### src/rtl/msplit_pkg.sv
package msplit_pkg;
    localparam int ADDR_W = 32;
    localparam int DATA_W = 32;
    localparam int LANES  = DATA_W / 8;
    localparam int OFF_W  = $clog2(LANES);
    localparam int WORD_W = ADDR_W - OFF_W;

    typedef enum logic [1:0] {
        ST_IDLE,
        ST_BEAT,
        ST_RESP,
        ST_ERR
    } st_e;

    typedef struct packed {
        st_e                st;
        logic [WORD_W-1:0]  word;
        logic [OFF_W-1:0]   off;
        logic [OFF_W-1:0]   left;
        logic [1:0]         pwl;
        logic               wr;
        logic [LANES-1:0]   strb;
        logic [DATA_W-1:0]  wdata;
        logic [DATA_W-1:0]  hold;
    } ctx_t;
endpackage

### src/rtl/msplit_classify.sv
module msplit_classify
    import msplit_pkg::*;
(
    input  logic [OFF_W-1:0] off,
    input  logic [1:0]       size,
    input  logic             unaligned,
    input  logic             cs_hit,
    input  logic             burst,
    input  logic [1:0]       pwl,
    output logic             err,
    output logic [OFF_W-1:0] first_off,
    output logic [OFF_W-1:0] beats_m1
);
    logic [1:0]       eff;
    logic [OFF_W-1:0] cmask;
    logic [OFF_W-1:0] pmask;

    always_comb begin
        // a halfword at the last byte of a word only needs its first byte here
        eff       = (size == 2'b01 && off == '1) ? 2'b00 : size;
        cmask     = OFF_W'((1 << eff) - 1);
        pmask     = OFF_W'((1 << pwl) - 1);
        first_off = off & ~cmask & ~pmask;
        beats_m1  = (eff > pwl) ? OFF_W'((1 << (eff - pwl)) - 1) : '0;
        err       = (size == 2'b11)
                  || (unaligned && (!cs_hit || burst))
                  || (burst && off != '0);
    end
endmodule

### src/rtl/msplit_lanes.sv
module msplit_lanes
    import msplit_pkg::*;
(
    input  logic [OFF_W-1:0]  off,
    input  logic [1:0]        pwl,
    input  logic [LANES-1:0]  strb,
    input  logic [DATA_W-1:0] wdata,
    input  logic [DATA_W-1:0] rdata,
    input  logic [DATA_W-1:0] hold_in,
    output logic [LANES-1:0]  lane_en,
    output logic [DATA_W-1:0] ext_wdata,
    output logic [DATA_W-1:0] hold_out
);
    logic [OFF_W-1:0] src;

    always_comb begin
        lane_en   = '0;
        ext_wdata = '0;
        hold_out  = hold_in;
        src       = '0;
        for (int j = 0; j < LANES; j++) begin
            if (j < (1 << pwl)) begin
                src = off + OFF_W'(j);
                lane_en[LANES-1-j] = strb[src];
                if (strb[src]) begin
                    ext_wdata[(LANES-1-j)*8 +: 8] = wdata[int'(src)*8 +: 8];
                end
                hold_out[int'(src)*8 +: 8] = rdata[(LANES-1-j)*8 +: 8];
            end
        end
    end
endmodule

### src/rtl/msplit_bridge.sv
module msplit_bridge
    import msplit_pkg::*;
(
    input  logic              clk,
    input  logic              rst_n,
    input  logic [1:0]        port_w,
    input  logic              req_valid,
    output logic              req_ready,
    input  logic [ADDR_W-1:0] req_addr,
    input  logic [1:0]        req_size,
    input  logic              req_unaligned,
    input  logic [LANES-1:0]  req_strb,
    input  logic              req_cs_hit,
    input  logic              req_burst,
    input  logic              req_write,
    input  logic [DATA_W-1:0] req_wdata,
    output logic              resp_valid,
    output logic              resp_err,
    output logic [DATA_W-1:0] resp_rdata,
    output logic              ext_valid,
    input  logic              ext_ack,
    output logic [ADDR_W-1:0] ext_addr,
    output logic              ext_write,
    output logic [LANES-1:0]  ext_lane_en,
    output logic [DATA_W-1:0] ext_wdata,
    input  logic [DATA_W-1:0] ext_rdata
);
    ctx_t             ctx_d, ctx_q;
    logic [1:0]       pwl_in;
    logic             rej;
    logic [OFF_W-1:0] first_off;
    logic [OFF_W-1:0] beats_m1;
    logic [DATA_W-1:0] merged;

    assign pwl_in = (port_w == 2'b11) ? 2'b10 : port_w;

    msplit_classify u_cls (
        .off       (req_addr[OFF_W-1:0]),
        .size      (req_size),
        .unaligned (req_unaligned),
        .cs_hit    (req_cs_hit),
        .burst     (req_burst),
        .pwl       (pwl_in),
        .err       (rej),
        .first_off (first_off),
        .beats_m1  (beats_m1)
    );

    msplit_lanes u_lanes (
        .off       (ctx_q.off),
        .pwl       (ctx_q.pwl),
        .strb      (ctx_q.strb),
        .wdata     (ctx_q.wdata),
        .rdata     (ext_rdata),
        .hold_in   (ctx_q.hold),
        .lane_en   (ext_lane_en),
        .ext_wdata (ext_wdata),
        .hold_out  (merged)
    );

    always_comb begin
        ctx_d = ctx_q;
        unique case (ctx_q.st)
            ST_IDLE: begin
                if (req_valid) begin
                    ctx_d.word  = req_addr[ADDR_W-1:OFF_W];
                    ctx_d.off   = first_off;
                    ctx_d.left  = beats_m1;
                    ctx_d.pwl   = pwl_in;
                    ctx_d.wr    = req_write;
                    ctx_d.strb  = req_strb;
                    ctx_d.wdata = req_wdata;
                    ctx_d.hold  = '0;
                    ctx_d.st    = rej ? ST_ERR : ST_BEAT;
                end
            end
            ST_BEAT: begin
                if (ext_ack) begin
                    if (!ctx_q.wr) begin
                        ctx_d.hold = merged;
                    end
                    if (ctx_q.left == '0) begin
                        ctx_d.st = ST_RESP;
                    end else begin
                        ctx_d.left = ctx_q.left - 1'b1;
                        ctx_d.off  = ctx_q.off + OFF_W'(1 << ctx_q.pwl);
                    end
                end
            end
            ST_RESP: ctx_d.st = ST_IDLE;
            ST_ERR:  ctx_d.st = ST_IDLE;
            default: ctx_d.st = ST_IDLE;
        endcase
    end

    always_ff @(posedge clk or negedge rst_n) begin
        if (!rst_n) begin
            ctx_q <= '{st: ST_IDLE, default: '0};
        end else begin
            ctx_q <= ctx_d;
        end
    end

    assign req_ready  = (ctx_q.st == ST_IDLE);
    assign ext_valid  = (ctx_q.st == ST_BEAT);
    assign ext_addr   = {ctx_q.word, ctx_q.off};
    assign ext_write  = ctx_q.wr;
    assign resp_valid = (ctx_q.st == ST_RESP) || (ctx_q.st == ST_ERR);
    assign resp_err   = (ctx_q.st == ST_ERR);
    assign resp_rdata = ctx_q.hold;
endmodule

### config.mk
export PLATFORM = sky130hd
export DESIGN_NAME = msplit_bridge
export DESIGN_NICKNAME = d
export VERILOG_FILES = /design/src/rtl/msplit_pkg.sv /design/src/rtl/msplit_classify.sv /design/src/rtl/msplit_lanes.sv /design/src/rtl/msplit_bridge.sv
export SDC_FILE = /design/constraint.sdc
export NUM_CORES = 1
export LEC_CHECK = 0
export BUFFER_PORTS_ARGS = -buffer_cell sky130_fd_sc_hd__buf_2
export CORE_ASPECT_RATIO = 0.7
export CORE_MARGIN = 2
export CORE_UTILIZATION = 53
export DETAILED_ROUTE_END_ITERATION = 10
export HOLD_SLACK_MARGIN = 0.03
export PLACE_DENSITY = 0.87
export SLEW_MARGIN = 40
export SYNTH_ARGS = -nofsm -noshare
export SYNTH_HDL_FRONTEND = slang
export SYNTH_HIERARCHICAL = 1
export SYNTH_SLANG_ARGS = --single-unit
### constraint.sdc
create_clock -name clk -period 3.4 [get_ports clk]
set_input_delay 0.34 -clock clk [delete_from_list [all_inputs] [get_ports clk]]
set_output_delay 0.34 -clock clk [all_outputs]
set_load 0.01 [all_outputs]
==> flow_metrics.py <==
metrics = {
    "synthesis": {
        "syn_inst": 699,
        "synthDistinctLibCells": 46,
        "synth-seq-area-share": 0.3520,
        "netlist_area_um2": 7607,
        "async_reset_ff_frac": 1.000,
        "synth-xor-area-share": 0.002303,
        "synth-compound-area-share": 0.1615,
        "synthMuxAreaShare": 0.2100,
        "ys_ff_latch": 107,
        "synthAdderAreaFrac": 0.02237,
        "synth_simple_gate_area_frac": 0.1347,
        "yosys.area.top_type": "dfrtp_1",
        "synth_top_family_by_area": "multiplexers",
        "ys_warn_count": 6,
        "avgSynthCellArea_um2": 10.88,
        "synthTopCellsByCount": "dfrtp_1, mux2_2, buf_4",
        "synth.most_common_cell": "dfrtp_1",
        "synth_area_leaders": "dfrtp_1, mux2_2, mux4_2",
        "postSynthNetCount": 824,
        "synth-main-ff-cell": "dfrtp_1",
        "synth_top_area_frac": 0.3520,
        "synth_edf_count": 0,
    },
    "setup_path": {
        "crit_arrival_ps": 2820,
        "r2r_end": "resp_rdata[7]",
        "cp.required_ps": 3060,
        "worst_setup_path_start_kind": "flop",
        "max_stage_delay_ps": 670,
        "cp_max_fo": 17,
        "critPathKind": "flop to output pin",
        "crit_path_end_kind": "output pin",
        "rr_startpoint": "ext_addr[0]",
        "crit_chain": "inv_1 -> ha_1 -> buf_4 -> mux4_2 -> and3_1 -> buf_2",
        "crit_slowest_cell": "mux4_2",
        "reg2regPathDepth": 7,
        "r2r_slack_ps": 570,
    },
    "final_layout": {
        "fin_cells": 1018,
        "final_area_um2": 8601,
        "fin_nets": 948,
        "fill_cells": 1124,
        "drive_gt1_frac": 0.4396,
        "multi_input_area_um2": 4059,
        "diodes": 0,
        "area_delta_synth_final_pct": 13.06,
        "register_area_um2": 2679,
    },
    "floorplanning": {
        "die-area_um2": 15340,
        "die_y_um": 104.2,
        "core-area_um2": 13960,
        "num_rows": 36,
        "start_util": 0.5448,
        "die_x_um": 147.2,
        "ioPinCount": 217,
    },
    "clock_tree": {
        "cts_setup_buffers": 0,
        "clock_latency_ps": 350,
        "cts_tree": "done",
        "cts_max_level": 3,
        "cts_resized": 0,
        "clock-sinks": 107,
        "clk_pin_slew_worst_paths_ps": 90,
        "cts_buffer_depth": 2,
        "cts_inserted_buffers": 9,
        "cts_root_buffer": "clkbuf_16",
    },
    "grt": {
        "antenna_found_initial": 0,
        "grtUsageTotal": 0.2707,
        "grt_pass1_vias": 6061,
        "grt_first_pass_wirelength_mm": 33.00,
        "gr-total-overflow": 0,
        "grt_max_degree": 66,
    },
    "run": {
        "maxCapViolCount": 0,
    },
    "sta": {
        "min_period_ps": 3161,
        "grt_setup_unrepaired": "false",
        "finalSetupViolCount": 0,
        "maxSlewHeadroom": 0.4539,
        "fin_crit_sh": 0.9297,
        "worstMarginPinSlew_ps": 819.2,
        "finClkSkew_ps": 8.407,
        "setup-tns-final_ps": 0,
        "max_freq_mhz": 316.4,
        "slew_viol_final": 0,
        "timing.hold.ws_ps": 212.9,
        "hold_viol": 0,
    },
    "routing": {
        "via_count": 6360,
        "ant_nets": 0,
        "drc": 0,
        "dr.pass1.iters": 9,
        "drtIter0Drc": 796,
        "wire_per_inst_um": 20.69,
        "drt-vias-per-instance": 6.248,
        "wl_mm": 21.06,
    },
    "placement": {
        "place_inst": 1001,
        "io_buffers": 216,
        "hpwl_mm": 14.99,
        "placed_cell_area_um2": 8252,
        "gp_congestion": 1.021,
    },
    "worst_hold_path": {
        "holdPathStages": 2,
        "min_path_type": "input port to flop",
        "min_from": "req_addr[9]",
        "hold_end": "ext_addr[9]",
    },
    "power_and_ir_drop": {
        "leakage_nw": 3.979,
        "ir_drop_uv": 494.8,
        "finalPower_w": 0.008369,
        "p_per_area_nw_per_um2": 973.0,
    },
    "outcome": {
        "status": "complete, no violations",
    },
}
[worst max-delay path, delay by kind of cell (launching register included)]
| kind | cells | cell delay, ps |
|---|---|---|
| simple gates | 1 | 220 |
| mux | 1 | 670 |
| flops | 1 | 480 |
| fa+ha+maj | 1 | 490 |
| buf+inv | 3 | 610 |
[cell type report]
cell class                      instances  area share
Multi-Input combinational cell        454      0.4719
Sequential cell                       107      0.3115
Timing Repair Buffer                  232      0.1417
Tap cell                              190     0.02764
Clock buffer                            9     0.02619
Clock inverter                          7     0.01280
Inverter                               19    0.008292
[worst max-delay path by stage]
stage,startpoint,endpoint,slack [ps],cells after the start
floorplan,ext_addr[1],ext_wdata[3],270,8
global placement,ext_addr[0],ext_wdata[4],730,6
detailed placement,ext_addr[0],ext_wdata[7],610,6
CTS,ext_addr[0],ext_wdata[7],230,6
global route,ext_addr[0],ext_wdata[0],80,6
finish,ext_addr[0],ext_wdata[7],240,6
[flip-flops by register name, indices dropped and copies added (netlist names)]
name,count
ctx_q,42
resp_rdata,32
ext_write,1
ext_addr,32
[power breakdown]
group          total, W  internal, W  switching [W]
logic           0.00467      0.00234        0.00233
registers       0.00254      0.00189       0.000649
clock network   0.00115     0.000608       0.000545
total           0.00837      0.00485        0.00352
[cells by family (layout without fill, tap and decap cells)]
group                    after synthesis  count (layout)
buffers and inverters                138             267
AO/OA/AOI/OAI                        155             155
multiplexers                         107             107
flip-flops                           107             107
AND/OR/NAND/NOR                      177             177
XOR/XNOR                               2               2
adder cells (fa/ha/maj)               13              13
[metrics by stage]
stage / utilization / worst slack, ps
2_1_floorplan: - / 265.6
3_3_place_gp: 0.5901 / 732.8
3_5_place_dp: 0.5910 / 610.3
4_1_cts: 0.6157 / 227.4
5_1_grt: 0.6160 / 80.78
6_report: 0.6160 / 238.9
[layout by cell type, fill, tap and decap left out, types with 2 or more instances in the layout]
| cell type | count |
|---|---|
| a21o_1 | 2 |
| a21oi_1 | 30 |
| a221o_1 | 25 |
| a221oi_1 | 7 |
| a22o_1 | 32 |
| a311o_1 | 8 |
| a311oi_1 | 18 |
| and3_1 | 21 |
| and3b_1 | 4 |
| buf_2 | 215 |
| buf_4 | 15 |
| clkbuf_16 | 9 |
| clkinv_8 | 2 |
| dfrtp_1 | 106 |
| ha_1 | 12 |
| inv_1 | 18 |
| inv_8 | 2 |
| mux2_2 | 71 |
| mux4_2 | 35 |
| nand2_1 | 10 |
| nand2b_1 | 29 |
| nand3_1 | 38 |
| nand3b_1 | 2 |
| nor2_1 | 13 |
| nor2b_1 | 45 |
| nor3_1 | 8 |
| o21a_1 | 6 |
| o21ai_0 | 11 |
| o21ai_1 | 2 |
| o21ai_2 | 4 |
| o311ai_0 | 6 |
[timing repair]
action	CTS	global route
hold endpoints to repair	42	0
setup endpoints to repair	0	0
hold buffers	1	0
[metal layers]
layer	vias to the layer above	track usage	wire length, µm
li1	2819	-	-
met1	2987	0.3897	8470
met2	495	0.3828	9043
met3	59	0.09868	3075
met4	0	0.07555	473
met5	-	0.02333	0
Note: power is estimated with default switching activity, not from simulation.
